--- config.mk ---
export PLATFORM = sky130hd
export DESIGN_NAME = bus_watch_unit
export DESIGN_NICKNAME = d
export VERILOG_FILES = /design/src/rtl/bwu_pkg.sv /design/src/rtl/bwu_watchpoint.sv /design/src/rtl/bwu_irq_ctrl.sv /design/src/rtl/bwu_reg_if.sv /design/src/rtl/bus_watch_unit.sv
export SDC_FILE = /design/constraint.sdc
export NUM_CORES = 2
export LEC_CHECK = 0
export BUFFER_PORTS_ARGS = -buffer_cell sky130_fd_sc_hd__buf_4
export CAP_MARGIN = 20
export CELL_PAD_IN_SITES_DETAIL_PLACEMENT = 0
export CELL_PAD_IN_SITES_GLOBAL_PLACEMENT = 1
export CORE_UTILIZATION = 42
export DETAILED_ROUTE_END_ITERATION = 6
export HOLD_SLACK_MARGIN = 0.1
export PLACE_DENSITY_LB_ADDON = 0.1
export RECOVER_POWER = 50
export SLEW_MARGIN = 15
export SYNTH_ARGS = -nofsm -noshare
export SYNTH_HDL_FRONTEND = slang
export SYNTH_SLANG_ARGS = --single-unit
--- constraint.sdc ---
create_clock -name clk -period 2.9 [get_ports clk]
set_clock_uncertainty 0.15 [all_clocks]
set_input_delay 0.29 -clock clk [delete_from_list [all_inputs] [get_ports clk]]
set_output_delay 0.29 -clock clk [all_outputs]
set_load 0.005 [all_outputs]
--- src/rtl/bwu_pkg.sv ---
package bwu_pkg;
  localparam int FIELD_W = 4;

  typedef enum logic [FIELD_W-1:0] {
    F_LOW     = 4'd0,
    F_HIGH    = 4'd1,
    F_KINDS   = 4'd2,
    F_CLIENTS = 4'd3,
    F_CAP_CLI = 4'd4,
    F_CAP_ADR = 4'd5,
    F_CAP_KND = 4'd6,
    F_CAP_IDX = 4'd7,
    F_CAP_SZ  = 4'd8,
    F_REARM   = 4'd9
  } wp_field_e;

  typedef enum logic [FIELD_W-1:0] {
    G_ENABLE  = 4'd0,
    G_STATUS  = 4'd1,
    G_ACK     = 4'd2,
    G_LOWEST  = 4'd3
  } glb_field_e;
endpackage

--- src/rtl/bwu_watchpoint.sv ---
module bwu_watchpoint
  import bwu_pkg::*;
#(
  parameter int ADDR_W = 32,
  parameter int DATA_W = 32,
  parameter int NCLI   = 14,
  parameter int CLI_W  = 4,
  parameter int SIZE_W = 3
) (
  input  logic              clk,
  input  logic              rst,
  input  logic              cfg_we,
  input  wp_field_e         cfg_field,
  input  logic [DATA_W-1:0] cfg_wdata,
  input  logic              acc_valid,
  input  logic [CLI_W-1:0]  acc_client,
  input  logic [ADDR_W-1:0] acc_addr,
  input  logic              acc_write,
  input  logic [SIZE_W-1:0] acc_size,
  output logic [DATA_W-1:0] rd_data,
  output logic              cap_set
);
  logic [ADDR_W-1:0] low_q, high_q;
  logic [1:0]        kinds_q;
  logic [NCLI-1:0]   clients_q;

  logic              armed_q;
  logic [NCLI-1:0]   cap_cli_q;
  logic [ADDR_W-1:0] cap_adr_q;
  logic              cap_knd_q;
  logic [CLI_W-1:0]  cap_idx_q;
  logic [SIZE_W-1:0] cap_sz_q;

  logic [NCLI-1:0]   cli_onehot;
  logic              in_window, kind_ok, client_ok, match, rearm;

  always_comb begin
    cli_onehot = '0;
    if (32'(acc_client) < NCLI) cli_onehot = NCLI'(1) << acc_client;
  end

  assign in_window = (acc_addr >= low_q) && (acc_addr <= high_q);
  assign kind_ok   = kinds_q[acc_write];
  assign client_ok = |(cli_onehot & clients_q);
  assign match     = acc_valid && in_window && kind_ok && client_ok;
  assign rearm     = cfg_we && (cfg_field == F_REARM);
  assign cap_set   = armed_q && match && !rearm;

  // configuration storage
  always_ff @(posedge clk) begin
    if (rst) begin
      low_q     <= '0;
      high_q    <= '0;
      kinds_q   <= '0;
      clients_q <= '0;
    end else if (cfg_we) begin
      case (cfg_field)
        F_LOW:     low_q     <= cfg_wdata[ADDR_W-1:0];
        F_HIGH:    high_q    <= cfg_wdata[ADDR_W-1:0];
        F_KINDS:   kinds_q   <= cfg_wdata[1:0];
        F_CLIENTS: clients_q <= cfg_wdata[NCLI-1:0];
        default: ;
      endcase
    end
  end

  // capture state: re-arm has priority over a coincident match
  always_ff @(posedge clk) begin
    if (rst) begin
      armed_q   <= 1'b1;
      cap_cli_q <= '0;
      cap_adr_q <= '0;
      cap_knd_q <= 1'b0;
      cap_idx_q <= '0;
      cap_sz_q  <= '0;
    end else if (rearm) begin
      armed_q   <= 1'b1;
    end else if (cap_set) begin
      armed_q   <= 1'b0;
      cap_cli_q <= cli_onehot;
      cap_adr_q <= acc_addr;
      cap_knd_q <= acc_write;
      cap_idx_q <= acc_client;
      cap_sz_q  <= acc_size;
    end
  end

  always_comb begin
    case (cfg_field)
      F_LOW:     rd_data = DATA_W'(low_q);
      F_HIGH:    rd_data = DATA_W'(high_q);
      F_KINDS:   rd_data = DATA_W'(kinds_q);
      F_CLIENTS: rd_data = DATA_W'(clients_q);
      F_CAP_CLI: rd_data = DATA_W'(cap_cli_q);
      F_CAP_ADR: rd_data = DATA_W'(cap_adr_q);
      F_CAP_KND: rd_data = DATA_W'(cap_knd_q);
      F_CAP_IDX: rd_data = DATA_W'(cap_idx_q);
      F_CAP_SZ:  rd_data = DATA_W'(cap_sz_q);
      default:   rd_data = '0;
    endcase
  end

  AST_CAPTURE_TAKEN: assert property (@(posedge clk) disable iff (rst)
    (armed_q && match && !rearm) |=> (!armed_q && cap_adr_q == $past(acc_addr)));
  AST_CAPTURE_HELD: assert property (@(posedge clk) disable iff (rst)
    (!armed_q && !rearm) |=> (!armed_q && $stable(cap_adr_q) && $stable(cap_idx_q) && $stable(cap_sz_q)));
  AST_REARM_ARMS: assert property (@(posedge clk) disable iff (rst)
    rearm |=> armed_q);
  AST_NO_BAD_CLIENT: assert property (@(posedge clk) disable iff (rst)
    (32'(acc_client) >= NCLI) |-> !match);
endmodule

--- src/rtl/bwu_irq_ctrl.sv ---
module bwu_irq_ctrl #(
  parameter int NUM_WP = 4,
  parameter int IDX_W  = 2
) (
  input  logic              clk,
  input  logic              rst,
  input  logic [NUM_WP-1:0] cap_set,
  input  logic              enable_we,
  input  logic              ack_we,
  input  logic [NUM_WP-1:0] wdata,
  output logic [NUM_WP-1:0] enable_q,
  output logic [NUM_WP-1:0] pend_q,
  output logic [IDX_W-1:0]  low_idx,
  output logic              low_valid,
  output logic              irq
);
  logic [NUM_WP-1:0] pend_nxt, enable_nxt, ack_bits;

  assign ack_bits   = ack_we ? wdata : '0;
  assign pend_nxt   = (pend_q & ~ack_bits) | cap_set;
  assign enable_nxt = enable_we ? wdata : enable_q;

  always_ff @(posedge clk) begin
    if (rst) begin
      pend_q   <= '0;
      enable_q <= '0;
      irq      <= 1'b0;
    end else begin
      pend_q   <= pend_nxt;
      enable_q <= enable_nxt;
      irq      <= |(pend_nxt & enable_nxt);
    end
  end

  always_comb begin
    low_valid = 1'b0;
    low_idx   = '0;
    for (int i = NUM_WP - 1; i >= 0; i--) begin
      if (pend_q[i]) begin
        low_valid = 1'b1;
        low_idx   = IDX_W'(i);
      end
    end
  end

  for (genvar g = 0; g < NUM_WP; g++) begin : g_bit_chk
    AST_SET_WINS: assert property (@(posedge clk) disable iff (rst)
      cap_set[g] |=> pend_q[g]);
    AST_ACK_CLEARS: assert property (@(posedge clk) disable iff (rst)
      (ack_we && wdata[g] && !cap_set[g]) |=> !pend_q[g]);
  end

  AST_IRQ_FOLLOWS: assert property (@(posedge clk) disable iff (rst)
    irq == |(pend_q & enable_q));
  AST_LOWEST_PENDING: assert property (@(posedge clk) disable iff (rst)
    low_valid |-> pend_q[low_idx]);
endmodule

--- src/rtl/bwu_reg_if.sv ---
module bwu_reg_if
  import bwu_pkg::*;
#(
  parameter int NUM_WP = 4,
  parameter int IDX_W  = 2,
  parameter int DATA_W = 32,
  parameter int REG_AW = 7
) (
  input  logic                          clk,
  input  logic                          rst,
  input  logic                          reg_wr,
  input  logic [REG_AW-1:0]             reg_addr,
  input  logic [NUM_WP-1:0][DATA_W-1:0] wp_rd,
  input  logic [NUM_WP-1:0]             enable_q,
  input  logic [NUM_WP-1:0]             pend_q,
  input  logic [IDX_W-1:0]              low_idx,
  input  logic                          low_valid,
  output wp_field_e                     wp_field,
  output logic [NUM_WP-1:0]             wp_we,
  output logic                          enable_we,
  output logic                          ack_we,
  output logic [DATA_W-1:0]             reg_rdata
);
  logic              is_glb;
  logic [IDX_W-1:0]  wsel;
  glb_field_e        gfield;
  logic [DATA_W-1:0] rd_nxt;

  assign is_glb   = reg_addr[REG_AW-1];
  assign wsel     = reg_addr[FIELD_W +: IDX_W];
  assign wp_field = wp_field_e'(reg_addr[FIELD_W-1:0]);
  assign gfield   = glb_field_e'(reg_addr[FIELD_W-1:0]);

  for (genvar g = 0; g < NUM_WP; g++) begin : g_we
    assign wp_we[g] = reg_wr && !is_glb && (wsel == IDX_W'(g));
  end

  assign enable_we = reg_wr && is_glb && (gfield == G_ENABLE);
  assign ack_we    = reg_wr && is_glb && (gfield == G_ACK);

  always_comb begin
    rd_nxt = '0;
    if (!is_glb) begin
      rd_nxt = wp_rd[wsel];
    end else begin
      case (gfield)
        G_ENABLE: rd_nxt = DATA_W'(enable_q);
        G_STATUS: rd_nxt = DATA_W'(pend_q & enable_q);
        G_LOWEST: rd_nxt = low_valid ? DATA_W'({1'b1, low_idx}) : '0;
        default:  rd_nxt = '0;
      endcase
    end
  end

  always_ff @(posedge clk) begin
    if (rst) reg_rdata <= '0;
    else     reg_rdata <= rd_nxt;
  end

  AST_ONE_TARGET: assert property (@(posedge clk) disable iff (rst)
    $onehot0({wp_we, enable_we, ack_we}));
endmodule

--- src/rtl/bus_watch_unit.sv ---
module bus_watch_unit
  import bwu_pkg::*;
#(
  parameter int NUM_WP = 4,
  parameter int ADDR_W = 32,
  parameter int DATA_W = 32,
  parameter int NCLI   = 14,
  parameter int SIZE_W = 3,
  localparam int CLI_W  = $clog2(NCLI),
  localparam int IDX_W  = (NUM_WP > 1) ? $clog2(NUM_WP) : 1,
  localparam int REG_AW = 1 + IDX_W + FIELD_W
) (
  input  logic              clk,
  input  logic              rst,
  input  logic              acc_valid,
  input  logic [CLI_W-1:0]  acc_client,
  input  logic [ADDR_W-1:0] acc_addr,
  input  logic              acc_write,
  input  logic [SIZE_W-1:0] acc_size,
  input  logic              reg_wr,
  input  logic [REG_AW-1:0] reg_addr,
  input  logic [DATA_W-1:0] reg_wdata,
  output logic [DATA_W-1:0] reg_rdata,
  output logic              irq
);
  wp_field_e                     wp_field;
  logic [NUM_WP-1:0]             wp_we;
  logic [NUM_WP-1:0][DATA_W-1:0] wp_rd;
  logic [NUM_WP-1:0]             cap_set;
  logic [NUM_WP-1:0]             enable_q, pend_q;
  logic [IDX_W-1:0]              low_idx;
  logic                          low_valid, enable_we, ack_we;

  for (genvar g = 0; g < NUM_WP; g++) begin : g_wp
    bwu_watchpoint #(
      .ADDR_W(ADDR_W), .DATA_W(DATA_W), .NCLI(NCLI),
      .CLI_W(CLI_W), .SIZE_W(SIZE_W)
    ) u_wp (
      .clk       (clk),
      .rst       (rst),
      .cfg_we    (wp_we[g]),
      .cfg_field (wp_field),
      .cfg_wdata (reg_wdata),
      .acc_valid (acc_valid),
      .acc_client(acc_client),
      .acc_addr  (acc_addr),
      .acc_write (acc_write),
      .acc_size  (acc_size),
      .rd_data   (wp_rd[g]),
      .cap_set   (cap_set[g])
    );
  end

  bwu_irq_ctrl #(.NUM_WP(NUM_WP), .IDX_W(IDX_W)) u_irq (
    .clk      (clk),
    .rst      (rst),
    .cap_set  (cap_set),
    .enable_we(enable_we),
    .ack_we   (ack_we),
    .wdata    (reg_wdata[NUM_WP-1:0]),
    .enable_q (enable_q),
    .pend_q   (pend_q),
    .low_idx  (low_idx),
    .low_valid(low_valid),
    .irq      (irq)
  );

  bwu_reg_if #(
    .NUM_WP(NUM_WP), .IDX_W(IDX_W), .DATA_W(DATA_W), .REG_AW(REG_AW)
  ) u_regs (
    .clk      (clk),
    .rst      (rst),
    .reg_wr   (reg_wr),
    .reg_addr (reg_addr),
    .wp_rd    (wp_rd),
    .enable_q (enable_q),
    .pend_q   (pend_q),
    .low_idx  (low_idx),
    .low_valid(low_valid),
    .wp_field (wp_field),
    .wp_we    (wp_we),
    .enable_we(enable_we),
    .ack_we   (ack_we),
    .reg_rdata(reg_rdata)
  );
endmodule

**After elaboration in Yosys (flattened, before gate mapping)**

Cells that the tools add are included.

- Register bits after elaboration: 581
- Word-level logic and storage cells: 181
- Output and inout bits: 33

- Reduce and logical (&&, ||, !) cells: 72
- Mux-type cells: 28
- Shifts and indexed selects: 1
- Bitwise gates (word level): 13
- $lt $le $gt $ge: 11
- Equal/unequal tests: 12

Operators by type and width:

| kind | number |
|---|---|
| case mux 32 bit (9 select lines) | 4 |
| >= comparator 32 bit | 4 |
| <= comparator 32 bit | 4 |
| case mux 32 bit (3 select lines) | 1 |
| binary-select mux 32 bit (select 2 bit) | 1 |
| two-way mux 32 bit | 2 |
| bitwise AND 14 bit | 4 |
| OR reduction 14 bit | 4 |
| AND reduction 2 bit | 20 |
| logical AND 1 bit | 36 |
| equality test 4 x 3 -> 1 bit (second input constant) | 4 |
| two-way mux 14 bit | 1 |
| left shift 1 x 4 -> 14 bit (first input constant) | 1 |
| bitwise AND 4 bit | 3 |
| two-way mux 1 bit | 12 |
| equality test 4 x 2 -> 1 bit (second input constant) | 2 |
| equality test 4 bit (second input constant) | 2 |
| two-way mux 2 bit | 4 |
| two-way mux 4 bit | 2 |
| OR reduction 2 bit | 4 |
| zero test 1 bit | 5 |
| equality test 2 bit (second input constant) | 2 |
| equality test 4 x 1 -> 1 bit (second input constant) | 1 |
| zero test 4 bit | 1 |
| other kinds (10) | 13 |

**Longest topological paths before layout**

- Word-level depth: 10
- Depth in mapped cells: 13
- Gate-level depth less buffers: 9

**By module**

Synthesis repeated with hierarchy kept, for this count alone.

- Cells, all modules: 4,154
- Area, all modules: 33,037.9 um^2

Modules (own cells, without submodules):

| module | instances | sequential area each (um^2) | cells each | area an instance (um^2) |
|---|---|---|---|---|
| bwu_watchpoint (g_wp[0].u_wp ...) | 3 | 2,702.6 | 982 | 7,729.9 |
| bwu_watchpoint (g_wp[3].u_wp) | 1 | 2,702.6 | 1,027 | 7,609.8 |
| bwu_reg_if | 1 | 640.6 | 139 | 1,848.0 |
| bwu_irq_ctrl | 1 | 180.2 | 42 | 390.4 |

**Worst setup path before layout**

OpenSTA, ideal clock, no wires.

- Kind: reg-to-reg
- Start point: reg g_wp[0].u_wp.low_q[14]
- End point: reg g_wp[0].u_wp.armed_q
- Arrival time: 2.543 ns
- Stages on the path, launching flop included: 11
- Period minus slack after synthesis: 2.815 ns
- Setup time: 0.122 ns
- Data required time: 2.628 ns
- Slack: 0.085 ns
- Path buffers: 1
- Cell sequence: dfxtp_1 -> inv_1 -> ha_1 -> nand4_1 -> or4_1 -> or4_4 -> a31oi_4 -> o211a_1 -> buf_6 -> nand2_1 -> a221o_1

- Longest elaborated chain between the ends: 7

Ends and longest elaborated chain:

| element | RTL line | source |
|---|---|---|
| start, declared | bwu_watchpoint.sv:23 | `logic [ADDR_W-1:0] low_q, high_q;` |
| start signal, assigned | bwu_watchpoint.sv:58 | `F_LOW: low_q <= cfg_wdata[ADDR_W-1:0];` |
| >= comparator 32 bit | bwu_watchpoint.sv:42 | `assign in_window = (acc_addr >= low_q) && (acc_addr <= high_q);` |
| logical AND 1 bit | bwu_watchpoint.sv:42 |  |
| logical AND 1 bit (3 in series) | bwu_watchpoint.sv:45 | `assign match = acc_valid && in_window && kind_ok && client_ok;` |
| logical AND 1 bit (2 in series) | bwu_watchpoint.sv:47 | `assign cap_set = armed_q && match && !rearm;` |
| end signal, assigned | bwu_watchpoint.sv:70 | `armed_q <= 1'b1;` |
| end signal, assigned | bwu_watchpoint.sv:77 | `armed_q <= 1'b1;` |
| end signal, assigned | bwu_watchpoint.sv:79 | `armed_q <= 1'b0;` |
| end, declared | bwu_watchpoint.sv:27 | `logic armed_q;` |

No other way between the ends.
A chain may end at the register's enable or synchronous reset.

**Worst setup path in the final report**

- Start point: reg g_wp[0].u_wp.low_q[10]
- End point: reg g_wp[0].u_wp.cap_cli_q[10]

- Longest elaborated chain between the ends: 8

Ends and longest elaborated chain:

| element | RTL line | source |
|---|---|---|
| >= comparator 32 bit | bwu_watchpoint.sv:42 |  |
| logical AND 1 bit | bwu_watchpoint.sv:42 |  |
| logical AND 1 bit (3 in series) | bwu_watchpoint.sv:45 |  |
| logical AND 1 bit (2 in series) | bwu_watchpoint.sv:47 |  |
| AND reduction 2 bit (no line) | - |  |
| end signal, assigned | bwu_watchpoint.sv:80 | `cap_cli_q <= cli_onehot;` |
| end, declared | bwu_watchpoint.sv:28 | `logic [NCLI-1:0] cap_cli_q;` |

No other way between the ends.

==> summary.md <==
| Metric | Value |
|---|---|
| Clk Latency, worst-skew pair | 0.64 ns |
| Clock network power share | 0.463 |
| CP Class | reg -> reg |
| Buf/Inv on CP | 3 |
| Mapped Nets | 4496 |
| Max Cap Violations | 1 |
| Top cells by area, synth | dfxtp_1 (37%), a21oi_1 (12%), ha_1 (10%), nand2_1 (8.9%), nand3_1 (4.0%) |
| Top cell type by total area after synthesis | dfxtp_1 |
| Setup_tns | -12.90 ns |
| Area Overhead vs Synth | 39.70% |
| CP endpoint kind | flip-flop |
| I/O Buffers | 115 |
| CTS root buf | clkbuf_16 |
| Startpoint Class | flip-flop |
| TritonCTS Sinks | 581 |
| Max-slew violations | 27 |
| Via Count | 35031 |
| Worst-path maximum fanout | 8 |
| Crit path cell chain | inv_1 -> ha_4 -> nand4_1 -> or4_4 -> or4_4 -> a31oi_4 -> o211a_4 -> buf_6 -> buf_12 -> nand3_1 -> a21oi_1 |
| CTS tree | yes |
| Post-placement cell area | 36820 um2 |
| Layout cells sized above 1 | 0.2778 |
| Failing checks | design-rule violations, max-capacitance violations, max-slew violations, negative setup slack |
| Gate Count Post-Synth | 4157 |
| H-Tree Depth | 3 |
| Rel. slew slack | -0.03599 |
| Via density | 6.160 |
| Yosys reg bits | 581 |
| Internal power | 14.26 mW |
| Core Area | 74450 um2 |
| Post-synth EDFFs | 0 |
| DP HPWL | 99130 um |
| Async SR Flop Fraction | 0 |
| Gp weighted congestion | 0.9428 |
| Maximum clock insertion buffer count | 3 |
| GRT Util Overall | 0.3786 |
| Die area | 76440 um2 |
| Fin nets | 5009 |
| Synth Warn # | 0 |
| Post-Layout Inst Area | 44200 um2 |
| Worst setup path start | g_wp[0].u_wp.low_q[10]$_SDFFE_PP0P_ |
| Crit-path slowest cell | or4_4 |
| Slew of the pin with the lowest slew margin | 1.551 ns |
| Sw Ratio | 0.2728 |
| Top cells by count, synth | nand2_1 (749), a21oi_1 (732), dfxtp_1 (581) |
| Min cycle time layout | 3.082 ns |
| 1st-pass router iterations | 7 |
| Post-route ant nets | 0 |
| Seq pwr share | 0.408 |
| Vias in the first global route | 31936 |
| CP peak stage delay | 0.57 ns |
| Average wire per standard cell | 27.75 um |
| Library cells used by synthesis | 82 |
| Fin. Hold Viols | 0 |
| Crit-path leading delay family | simple AND/OR/NAND/NOR gates |
| DRT iter0 DRCs | 4289 |
| Largest net degree at the start of global routing | 109 |
| Synthesized cell area | 31640 um2 |
| Cell repeated most along the worst path | or4_4 |
| Class of the worst hold path | in -> reg |
| Critical hold path startpoint | acc_addr[16] |
| Total clock buffers created by CTS | 72 |
| Reg2reg start | g_wp[0].u_wp.low_q[10]$_SDFFE_PP0P_ |
| Peak VDD IR | 0.4260 mV |
| Initial antenna violation count | 4 |
| # IOs | 116 |
| Top cell type's share of synthesized area | 0.3676 |
| Crit share post-route | 1.063 |
| Worst setup margin | -0.1816 ns |
| Gr ovfl total | 0 |
| Leak | 15.17 nW |
| Final Setup Violations | 181 |
| Average size of a mapped cell | 7.612 um2 |
| Comb pwr share | 0.129 |
| Final WL | 157800 um |
| Hold Slack | 0.1242 ns |
| CTS clk-pin slew, worst paths | 0.06 ns |
| Critical Path RT | 3.32 ns |
| Fmax | 0.3245 GHz |
| Cell area power density | 443.5 nW/um2 |
| Critical Path AT | 3.50 ns |
| First-pass GRT wire length | 216600 um |
| Top FF cell, synth | dfxtp_1 |
| DRC | 6 |
| Die Width | 276.5 um |
| Switching pwr | 5.348 mW |
| Status | complete, but fails checks |
| Cell Count Post-Placement | 5388 |
| Unrepaired setup endpoints after global routing | true |
| Die H | 276.5 um |
| Initial Utilization | 0.4250 |
| Sequential-to-total area share from yosys stat | 0.3676 |
| Fin cells | 5687 |
| Rows | 100 |
| Top-count cell post-synth | nand2_1 |
==> final timing paths <==
check,endpoint,slack [ns],cells after the start
worst max-delay path,g_wp[0].u_wp.cap_cli_q[10]$_SDFFE_PP0P_,-0.18,11
worst min-delay path,g_wp[0].u_wp.cap_adr_q[16]$_SDFFE_PP0P_,0.12,5
worst max register to register,g_wp[0].u_wp.cap_cli_q[10]$_SDFFE_PP0P_,-0.18,11
worst min register to register,g_wp[1].u_wp.high_q[4]$_SDFFE_PP0P_,0.30,2
==> placed cells by master, fill, tap and decap left out, drive strengths merged, types with 86 or more instances in the layout <==
cell type      n
a22oi         90
nand3        255
dfxtp        581
buf          615
a21oi        732
clkbuf       183
nand2        749
ha           256
dlygate4sd3   86
inv          265
o21ai        290
==> timing repair <==
item | 4_1_cts | 5_1_grt
gates cloned | 13 | 30
endpoints found under the setup margin | 224 | 225
resized for setup | 224 | 544
hold endpoints to repair | 474 | 0
hold buffers | 93 | 0
setup buffers | 23 | 26
pin swaps | 58 | 185
==> layer usage <==
layer / part of all wire / wire length (um) / vias to the layer above / track usage
met3: 0.093 / 14740 / 454 / 0.05417
met2: 0.44 / 69750 / 1803 / 0.5962
met4: 0.064 / 10140 / 0 / 0.1869
li1: - / - / 15861 / -
met1: 0.40 / 63160 / 16913 / 0.5063
met5: 0 / 0 / - / 0
==> cell families after synthesis <==
family	Yosys count	synth area share
compound gates	1432	0.2678
simple gates	1267	0.1807
buf+inv	609	0.07877
flops	581	0.3676
fa+ha+maj	256	0.1012
mux	12	0.003915
==> area by class of cell <==
type,count,area (um2)
fillers,6811,30240
multi-input cells,2967,20150
flip-flops and latches,581,11730
repair buffers,785,7829
clock buffers,108,2173
well taps,969,1212
inverters,263,989.7
clock inverters,12,122.6
diodes,2,5.005
==> stage by stage <==
stage	util	setup WS, ns	total power [mW]
detailed placement	0.4946	-0.4296	10.20
floorplan	-	0.08526	9.103
global placement	0.4946	-0.3839	10.20
global route	0.5937	-0.2404	20.07
CTS	0.5558	-0.1304	19.34
finish	0.5938	-0.1816	19.60
==> worst reg2reg max path: stages (launching register included) <==
cell     delay (ns)
dfxtp_1        0.33
inv_1          0.08
ha_4           0.27
nand4_1        0.10
or4_4          0.57
or4_4          0.47
a31oi_4        0.21
o211a_4        0.29
buf_6          0.14
buf_12         0.15
nand3_1        0.09
a21oi_1        0.17
==> power groups by stage <==
stage	sequential, mW	clock [mW]	combinational [mW]
global placement	8.18	0	2.02
detailed placement	8.18	0	2.02
global route	8.00	9.43	2.63
floorplan	8.18	0	0.923
finish	8.01	9.07	2.52
CTS	8.01	9.12	2.21
==> flip-flops by register name, summed over array words and instances (netlist names) <==
signal	flops
g_wp.u_wp.clients_q	56
g_wp.u_wp.cap_knd_q	4
g_wp.u_wp.cap_adr_q	128
g_wp.u_wp.cap_sz_q	12
u_irq.enable_q	4
g_wp.u_wp.high_q	128
u_irq.irq	1
g_wp.u_wp.low_q	128
g_wp.u_wp.kinds_q	8
g_wp.u_wp.cap_idx_q	16
g_wp.u_wp.cap_cli_q	56
u_irq.pend_q	4
u_regs.reg_rdata	32
g_wp.u_wp.armed_q	4
Note: power is estimated with default switching activity, not from simulation.
